File: src/rtl/rtt_pkg.sv
package rtt_pkg;

  localparam int CNT_W   = 8;
  localparam int NUM_SRC = 4;

  // Tap of interrupt source idx: three even bits ending two below the top,
  // then the top bit. For an 8-bit divider this gives 2, 4, 6, 7.
  function automatic int tap_pos(input int idx, input int width);
    if (idx >= NUM_SRC - 1)
      return width - 1;
    else
      return width - 6 + 2 * idx;
  endfunction

endpackage

File: src/rtl/rtt_run_sync.sv
module rtt_run_sync (
  input  logic clk,
  input  logic rst_n,
  input  logic tick_i,
  input  logic wr_i,
  input  logic run_wdata_i,
  output logic run_o
);

  logic req_q, req_d;
  logic act_q, act_d;

  // requested state follows the writes
  always_comb begin
    req_d = req_q;
    if (wr_i)
      req_d = run_wdata_i;
  end

  // actual state adopts the request held before this cycle, on a tick only
  always_comb begin
    act_d = act_q;
    if (tick_i)
      act_d = req_q;
  end

  always_ff @(posedge clk or negedge rst_n) begin
    if (!rst_n) begin
      req_q <= 1'b0;
      act_q <= 1'b0;
    end else begin
      req_q <= req_d;
      act_q <= act_d;
    end
  end

  assign run_o = act_q;

endmodule

File: src/rtl/rtt_count.sv
module rtt_count #(
  parameter int CNT_W   = rtt_pkg::CNT_W,
  parameter int NUM_SRC = rtt_pkg::NUM_SRC
) (
  input  logic               clk,
  input  logic               rst_n,
  input  logic               tick_i,
  input  logic               run_i,
  input  logic               clear_i,
  output logic [CNT_W-1:0]   count_o,
  output logic [NUM_SRC-1:0] fall_o
);

  localparam logic [CNT_W-1:0] ONE = {{(CNT_W-1){1'b0}}, 1'b1};

  logic [CNT_W-1:0] cnt_q, cnt_d, cnt_inc;
  logic             step;

  assign step    = tick_i & run_i & ~clear_i;
  assign cnt_inc = cnt_q + ONE;

  always_comb begin
    cnt_d = cnt_q;
    if (clear_i)
      cnt_d = '0;
    else if (step)
      cnt_d = cnt_inc;
  end

  always_ff @(posedge clk or negedge rst_n) begin
    if (!rst_n)
      cnt_q <= '0;
    else
      cnt_q <= cnt_d;
  end

  // falling edge: tap is 1 now and 0 after the increment
  for (genvar i = 0; i < NUM_SRC; i++) begin : g_tap
    localparam int TAP = rtt_pkg::tap_pos(i, CNT_W);
    assign fall_o[i] = step & cnt_q[TAP] & ~cnt_inc[TAP];
  end

  assign count_o = cnt_q;

endmodule

File: src/rtl/rtt_irq.sv
module rtt_irq #(
  parameter int NUM_SRC = rtt_pkg::NUM_SRC
) (
  input  logic               clk,
  input  logic               rst_n,
  input  logic [NUM_SRC-1:0] evt_i,
  input  logic [NUM_SRC-1:0] clr_i,
  input  logic               ien_we_i,
  input  logic [NUM_SRC-1:0] ien_wdata_i,
  output logic [NUM_SRC-1:0] flags_o,
  output logic [NUM_SRC-1:0] ien_o,
  output logic               irq_o
);

  logic [NUM_SRC-1:0] flag_q, flag_d;
  logic [NUM_SRC-1:0] ien_q, ien_d;

  // set has priority over clear
  for (genvar i = 0; i < NUM_SRC; i++) begin : g_flag
    assign flag_d[i] = evt_i[i] | (flag_q[i] & ~clr_i[i]);
  end

  always_comb begin
    ien_d = ien_q;
    if (ien_we_i)
      ien_d = ien_wdata_i;
  end

  always_ff @(posedge clk or negedge rst_n) begin
    if (!rst_n) begin
      flag_q <= '0;
      ien_q  <= '0;
    end else begin
      flag_q <= flag_d;
      ien_q  <= ien_d;
    end
  end

  assign flags_o = flag_q;
  assign ien_o   = ien_q;
  assign irq_o   = |(flag_q & ien_q);

endmodule

File: src/rtl/rtc_tick_timer.sv
module rtc_tick_timer #(
  parameter int CNT_W   = rtt_pkg::CNT_W,
  parameter int NUM_SRC = rtt_pkg::NUM_SRC
) (
  input  logic               clk,
  input  logic               rst_n,
  input  logic               tick_256_i,
  input  logic               ctl_we_i,
  input  logic               ctl_run_i,
  input  logic               ctl_clr_i,
  input  logic               ien_we_i,
  input  logic [NUM_SRC-1:0] ien_wdata_i,
  input  logic [NUM_SRC-1:0] flag_clr_i,
  output logic               run_o,
  output logic [CNT_W-1:0]   count_o,
  output logic [NUM_SRC-1:0] ien_o,
  output logic [NUM_SRC-1:0] flags_o,
  output logic               irq_o
);

  logic               run_act;
  logic               clear;
  logic [NUM_SRC-1:0] fall;

  assign clear = ctl_we_i & ctl_clr_i;

  rtt_run_sync u_run (
    .clk         (clk),
    .rst_n       (rst_n),
    .tick_i      (tick_256_i),
    .wr_i        (ctl_we_i),
    .run_wdata_i (ctl_run_i),
    .run_o       (run_act)
  );

  rtt_count #(
    .CNT_W   (CNT_W),
    .NUM_SRC (NUM_SRC)
  ) u_count (
    .clk     (clk),
    .rst_n   (rst_n),
    .tick_i  (tick_256_i),
    .run_i   (run_act),
    .clear_i (clear),
    .count_o (count_o),
    .fall_o  (fall)
  );

  rtt_irq #(
    .NUM_SRC (NUM_SRC)
  ) u_irq (
    .clk         (clk),
    .rst_n       (rst_n),
    .evt_i       (fall),
    .clr_i       (flag_clr_i),
    .ien_we_i    (ien_we_i),
    .ien_wdata_i (ien_wdata_i),
    .flags_o     (flags_o),
    .ien_o       (ien_o),
    .irq_o       (irq_o)
  );

  assign run_o = run_act;

endmodule

File: config.mk
export PLATFORM = sky130hd
export DESIGN_NAME = rtc_tick_timer
export DESIGN_NICKNAME = d
export VERILOG_FILES = /design/src/rtl/rtt_pkg.sv /design/src/rtl/rtt_run_sync.sv /design/src/rtl/rtt_count.sv /design/src/rtl/rtt_irq.sv /design/src/rtl/rtc_tick_timer.sv
export SDC_FILE = /design/constraint.sdc
export NUM_CORES = 1
export LEC_CHECK = 0
export BUFFER_PORTS_ARGS = -buffer_cell sky130_fd_sc_hd__buf_2
export CORE_MARGIN = 2
export CORE_UTILIZATION = 23
export DETAILED_ROUTE_END_ITERATION = 12
export GPL_ROUTABILITY_DRIVEN = 0
export HOLD_SLACK_MARGIN = 0.15
export PLACE_DENSITY = 0.43
export REMOVE_ABC_BUFFERS = 1
export SYNTH_ARGS = -nofsm -noshare
export SYNTH_HDL_FRONTEND = slang
export SYNTH_SLANG_ARGS = --single-unit
export TNS_END_PERCENT = 1
File: constraint.sdc
create_clock -name clk -period 2.5 [get_ports clk]
set_input_delay 0.25 -clock clk [delete_from_list [all_inputs] [get_ports clk]]
set_output_delay 0.25 -clock clk [all_outputs]
set_load 0.03 [all_outputs]
==> flow_metrics.env, run 1 <==
export IMPL_design_area_um2=1060
export IMPL_ys_seq_area_frac=0.572
export IMPL_synth_area_leader_cell="dfrtp_1"
export IMPL_p_leak_uw=0.000512
export IMPL_drive_above_1_share=0.394
export IMPL_path_cells="a22oi_1 > nand2_1 > buf_2"
export IMPL_placed_area_um2=1000
export IMPL_power_density_nw_per_um2=576
export IMPL_htreeDepth=1
export IMPL_start_util=0.238
export IMPL_die_height_um=62.5
export IMPL_hp_class="in -> reg"
export IMPL_clkTransAtPathRegs_ns=0.09
export IMPL_holdBufCountCts=4
export IMPL_finalHoldViolations=0
export IMPL_rsz0062_at_grt="no"
export IMPL_grt_max_degree=19
export IMPL_slowest_delay_ns=0.41
export IMPL_synth_async_reset_ratio=1.00
export IMPL_tns_ns=0
export IMPL_run_status="finished, final reports clean"
export IMPL_via_per_inst=4.32
export IMPL_slew_headroom=0.731
export IMPL_num_io_pins=33
export IMPL_ctsResizeCount=0
export IMPL_report_final_slew_viol_count=0
export IMPL_avgSynthCellArea_um2=11.1
export IMPL_min_period_ns=1.41
export IMPL_synth_most_common_cell="dfrtp_1"
export IMPL_final_util=0.321
export IMPL_die_x_um=62.5
export IMPL_wl_per_cell_um=11.7
export IMPL_cts_setup_buffers=0
export IMPL_cp_arrival_ns=1.16
export IMPL_clk_path_buf_depth=2
export IMPL_cts_buffers=3
export IMPL_netlist_instances=71
export IMPL_cp_start_kind="flip-flop"
export IMPL_synth_top_area_frac=0.572
export IMPL_ys_ff_latch=18
export IMPL_end_kind="output port"
export IMPL_path_max_fanout=3
export IMPL_synth_edf_count=0
export IMPL_cts_tree="built"
export IMPL_cpMaxStageDelayCell="dfrtp_1"
export IMPL_ys_types=24
export IMPL_fmaxAchievable_ghz=0.712
export IMPL_antenna_found_initial=0
export IMPL_grt_pass1_wl_um=2930
export IMPL_clockRootBuffer="clkbuf_4"
export IMPL_cap_viol_max_count=0
export IMPL_crit_required_ns=2.25
export IMPL_drtIter0Drc=32
export IMPL_stdcell_count=155
export IMPL_vdd_drop_max_mv=0.132
export IMPL_grtUsageTotal=0.0961
export IMPL_overflow=0
export IMPL_setup_viol=0
export IMPL_ys_warn_count=0
export IMPL_synth_area_top_cells="dfrtp_1 (57%), mux2_2 (8.6%), a21oi_1 (3.2%), nand3_1 (2.5%), o21ai_0 (2.5%)"
export IMPL_ant_nets=0
export IMPL_synthTopCellsByCount="dfrtp_1 (18), mux2_2 (6), a21oi_1 (5), inv_1 (5), nand2_1 (5)"
export IMPL_grt_pass1_vias=610
export IMPL_drt_first_pass_iters=4
export IMPL_num_nets_final=127
export IMPL_skew_ns=0.00541
export IMPL_num_rows=21
export IMPL_cts_sinks=18
export IMPL_core_region_area_um2=3310
export IMPL_detail_route_wirelength_um=1810
export IMPL_via_count=670
export IMPL_ys_flop_type="dfrtp_1"
export IMPL_path_class="reg -> out"
export IMPL_drc=0
export IMPL_synthesis_area_um2=787
export IMPL_dp_hpwl_um=1370
export IMPL_antenna_cells=0
export IMPL_place_inst=148
export IMPL_area_growth_syn_to_layout_pct=35.1
export IMPL_period_share=0.562
export IMPL_tightest_slew_ns=0.404
export IMPL_dieArea_um2=3910
export IMPL_port_buffer_count=32
export IMPL_clock_latency_ns=0.29
==> cells by family (layout without fill, tap and decap cells) <==
logic type,after synthesis,after routing,share of synthesized area
and+or+nand+nor,22,22,0.148
xor gates and xnor gates,2,2,0.0223
buffers and inverters,6,44,0.0286
AOI/OAI and AO/OA,15,15,0.114
adders and majority gates,1,1,0.0159
DFF,18,18,0.572
muxes,7,7,0.0986
==> placed cells by master (no fill, tap or decap), drive strengths merged <==
cell type and n:
xor2 2, nor3 1, a32o 1, buf 32
mux2i 1, dfrtp 18, ha 1, clkbuf 3
o31ai 1, nor2 2, mux2 6, nand4 2
nand3 4, nand2 6, o21ai 4, or4 1
a22oi 2, a21oi 5, and2 1, inv 5
o22ai 2, or3 3, nand2b 2, dlygate4sd3 4
==> routing by layer <==
layer / GRT usage / routed length [µm] / up-vias
li1: - / - / 331
met3: 0.0162 / 83 / 2
met5: 0 / 0 / -
met2: 0.152 / 855 / 20
met4: 0.0500 / 27 / 0
met1: 0.126 / 843 / 317
==> path summary, 6_finish.rpt <==
path                                   from            endpoint  slack, ns  cells after the start
max                        u_irq.flags_o[0]               irq_o       1.09                      3
min                          ien_wdata_i[0]      u_irq.ien_o[0]       0.19                      2
max reg2reg                     u_run.run_o  u_count.count_o[5]       1.18                      3
min reg2reg                     u_run.req_q         u_run.run_o       0.52                      1
max in group asynchronous             rst_n    u_irq.flags_o[3]       1.80                      2
min in group asynchronous             rst_n  u_count.count_o[0]       0.41                      2
==> cell type report <==
| class | instances | area, µm² |
|---|---|---|
| inverters | 5 | 18.8 |
| flip-flops and latches | 18 | 450 |
| repair buffers | 36 | 200 |
| well taps | 46 | 57.6 |
| clock buffers | 3 | 22.5 |
| fillers | 368 | 2250 |
| multi-input cells | 47 | 314 |
==> registers in the layout, indices dropped and copies added, names as in the netlist <==
register / count
u_irq.ien_o: 4
u_count.count_o: 8
u_run.run_o: 1
u_irq.flags_o: 4
u_run.req_q: 1
==> metrics by stage <==
step	worst slack [ns]	hold WS, ns	total power (µW)
floorplan	1.08	-0.0456	424
global placement	1.21	0.211	473
detailed placement	1.19	0.213	475
CTS	1.07	0.184	625
global route	1.01	0.176	649
finish	1.09	0.194	612
==> power by group <==
group,internal [µW],switching [µW],total [µW],leakage (µW)
clock network,56.0,84.3,140,0.0000138
registers,314,23.2,338,0.000236
logic,49.9,84.3,134,0.000262
==> worst max-delay path, delay by kind of cell, from the launching register on <==
kind / cells / cell delay, ns
compound gates: 1 / 0.21
buf+inv: 1 / 0.17
flops: 1 / 0.41
simple gates: 1 / 0.08
Power figures use the tool's default switching activity.
==> inputs of run 2 (changes only) <==
--- a/config.mk
+++ b/config.mk
@@ -5,6 +5,7 @@
 export SDC_FILE = /design/constraint.sdc
 export NUM_CORES = 1
 export LEC_CHECK = 0
+export ABC_AREA = 1
 export BUFFER_PORTS_ARGS = -buffer_cell sky130_fd_sc_hd__buf_2
 export CORE_MARGIN = 2
 export CORE_UTILIZATION = 23
==> constraint.sdc (replaced) <==
create_clock -name clk -period 1.3 [get_ports clk]
set_input_delay 0.13 -clock clk [delete_from_list [all_inputs] [get_ports clk]]
set_output_delay 0.13 -clock clk [all_outputs]
set_load 0.03 [all_outputs]
==> run 2 against run 1 <==
  * The flow now finishes with violations (setup timing)
  * Via count grew 25%
  * Non-clock buffer count increased by 15
  * Core utilization rose by 5.8 points
  * Die area up 6.7%
  * Synthesized cell count increased by 39%
  * Critical endpoint unchanged
==> flow_metrics.env, run 2 <==
export IMPL_switching_share=0.300
export IMPL_wl_met3_um=143
export IMPL_setup_viol=1
export IMPL_clock_power_share=0.282
export IMPL_nFillCells=373
export IMPL_antenna_cells=0
export IMPL_clkTransAtPathRegs_ns=0.11
export IMPL_largest_reg_flops=8
export IMPL_detail_route_wirelength_um=2190
export IMPL_grt_pass1_wl_um=3790
export IMPL_drt_first_pass_iters=4
export IMPL_clk_path_buf_depth=2
export IMPL_hp_class="in -> reg"
export IMPL_rsz0062_at_grt="yes"
export IMPL_synthesis_area_um2=843
export IMPL_tightest_slew_ns=0.400
export IMPL_num_nets_final=171
export IMPL_vdd_drop_max_mv=0.437
export IMPL_wl_per_cell_um=10.9
export IMPL_intPower_uw=883
export IMPL_drtIter0Drc=24
export IMPL_grt_max_degree=19
export IMPL_place_inst=178
export IMPL_seqPwrFrac=0.494
export IMPL_ant_nets=0
export IMPL_via_count=837
export IMPL_dp_hpwl_um=1570
export IMPL_cap_viol_max_count=0
export IMPL_ys_warn_count=0
export IMPL_cp_start_kind="flip-flop"
export IMPL_crit_required_ns=1.17
export IMPL_cp_arrival_ns=1.18
export IMPL_p_switching_uw=379
export IMPL_stdcell_count=200
export IMPL_comb_power_share=0.224
export IMPL_period_share=1.01
export IMPL_final_seq_area_um2=450
export IMPL_clockRootBuffer="clkbuf_4"
export IMPL_final_common_cell="buf_2"
export IMPL_most_common_layout_cells="buf_2 (31), nand2_1 (24), dfrtp_1 (18)"
export IMPL_report_final_slew_viol_count=0
export IMPL_run_status="complete, but fails checks"
export IMPL_synth_area_leader_cell="dfrtp_1"
export IMPL_final_util=0.379
export IMPL_cts_sinks=18
export IMPL_die_height_um=64.6
export IMPL_dieArea_um2=4170
export IMPL_p_leak_uw=0.000664
export IMPL_cts_buffers=3
export IMPL_top_layer_used="met4"
export IMPL_fmaxAchievable_ghz=0.765
export IMPL_synthTopCellsByCount="nand2_1 (24), dfrtp_1 (18), inv_1 (18)"
export IMPL_ys_flop_type="dfrtp_1"
export IMPL_end_kind="output port"
export IMPL_cts_tree="built"
export IMPL_drive_above_1_share=0.331
export IMPL_start_util=0.247
export IMPL_ys_seq_area_frac=0.534
export IMPL_wl_met1_um=969
export IMPL_port_buffer_count=32
export IMPL_grtUsageTotal=0.119
export IMPL_synth_area_top_cells="dfrtp_1 (53%), nand2_1 (11%), inv_1 (8.0%), o22ai_1 (3.7%), nand3_1 (3.6%)"
export IMPL_ys_types=20
export IMPL_via_per_inst=4.19
export IMPL_finalHoldViolations=0
export IMPL_ys_ff_latch=18
export IMPL_num_rows=21
export IMPL_min_period_ns=1.31
export IMPL_overflow=0
export IMPL_synth_top_area_frac=0.534
export IMPL_synth_async_reset_ratio=1.00
export IMPL_drc=0
export IMPL_rrSetupSlack_ns=0.11
export IMPL_power_density_nw_per_um2=974
export IMPL_path_class="reg -> out"
export IMPL_synth_most_common_cell="nand2_1"
export IMPL_clock_latency_ns=0.30
export IMPL_routed_wl_met2_um=1070
export IMPL_skew_ns=0.00518
export IMPL_antenna_found_initial=0
export IMPL_multi_input_area_um2=328
export IMPL_netlist_instances=99
export IMPL_path_max_fanout=2
export IMPL_slew_headroom=0.733
export IMPL_layout_setup_ws_ns=-0.00670
export IMPL_synth_edf_count=0
export IMPL_violations="setup timing"
export IMPL_num_io_pins=33
export IMPL_grt_pass1_vias=879
export IMPL_die_x_um=64.6
export IMPL_area_growth_syn_to_layout_pct=53.6
export IMPL_core_region_area_um2=3420
export IMPL_avgSynthCellArea_um2=8.52
export IMPL_htreeDepth=1
## run 2: changes by cell type in the layout (fill, tap and decap cells not counted), moves of 4 or more
cell | before | now
nand2_1 | 5 | 24
dlygate4sd3_1 | 4 | 15
inv_1 | 5 | 14
inv_2 | 0 | 5
mux2_2 | 6 | 2
## run 2: metrics by stage
step	TNS (ns)	worst slack [ns]	power, µW	instance area, µm²	hold slack (ns)
3_3_place_gp	0	0.169	874	1070	0.0930
3_5_place_dp	0	0.123	878	1070	0.0946
4_1_cts	-0.0189	-0.0189	1290	1290	0.293
6_report	-0.00670	-0.00670	1260	1290	0.216
2_1_floorplan	-0.0425	-0.0390	774	843	-0.166
5_1_grt	-0.141	-0.106	1350	1290	0.250
## run 2: cell families (layout without fill, tap and decap cells)
kind of cell	after synthesis	in the layout	share of synthesized area
AO/OA/AOI/OAI	15	15	0.101
AND/OR/NAND/NOR	43	43	0.229
flip-flops	18	18	0.534
adder cells (fa/ha/maj)	1	1	0.0148
buffers and inverters	19	74	0.0846
XOR/XNOR	1	1	0.0104
multiplexers	2	2	0.0267
## run 2: area by class of cell
cell class,count,area share
Clock buffer,4,0.0280
Timing Repair Buffer,51,0.271
Multi-Input combinational cell,62,0.253
Inverter,19,0.0551
Sequential cell,18,0.348
Tap cell,46,0.0444
## run 2: what timing repair did
item,in CTS,in global routing
hold buffers,16,0
gates resized for setup,6,2
pin swaps,2,0
endpoints found under the hold margin,29,0
gates cloned,0,0
setup endpoints to repair,1,3
buffers inserted,2,0
## run 2: worst max-delay path, stage by stage (launching register included)
cell and delay [ns]:
dfrtp_1 0.40, inv_2 0.07, o22ai_2 0.08, a21oi_1 0.12, nand2_1 0.08, buf_6 0.14
## run 2: path summary, 6_finish.rpt
kind | start | end | depth (start not counted)
setup reg to reg | u_count.count_o[0] | u_count.count_o[6] | 6
max in group asynchronous | rst_n | u_count.count_o[2] | 2
min in group asynchronous | rst_n | u_count.count_o[7] | 2
setup / recovery | u_irq.ien_o[3] | irq_o | 5
hold / removal | ctl_run_i | u_run.req_q | 4
hold reg to reg | u_run.req_q | u_run.run_o | 2
## run 2: power groups by stage
stage	registers [µW]	logic [µW]	clock network, µW
after CTS	623	285	381
after detailed placement	633	245	0
after global routing	630	308	414
after floorplan	700	73.9	0
after global placement	631	243	0
final	623	283	356
## run 2: layer usage
layer,GRT usage,vias to the layer above
li1,-,431
met1,0.138,373
met2,0.216,31
met3,0.0347,2
met4,0.0239,0
met5,0,-
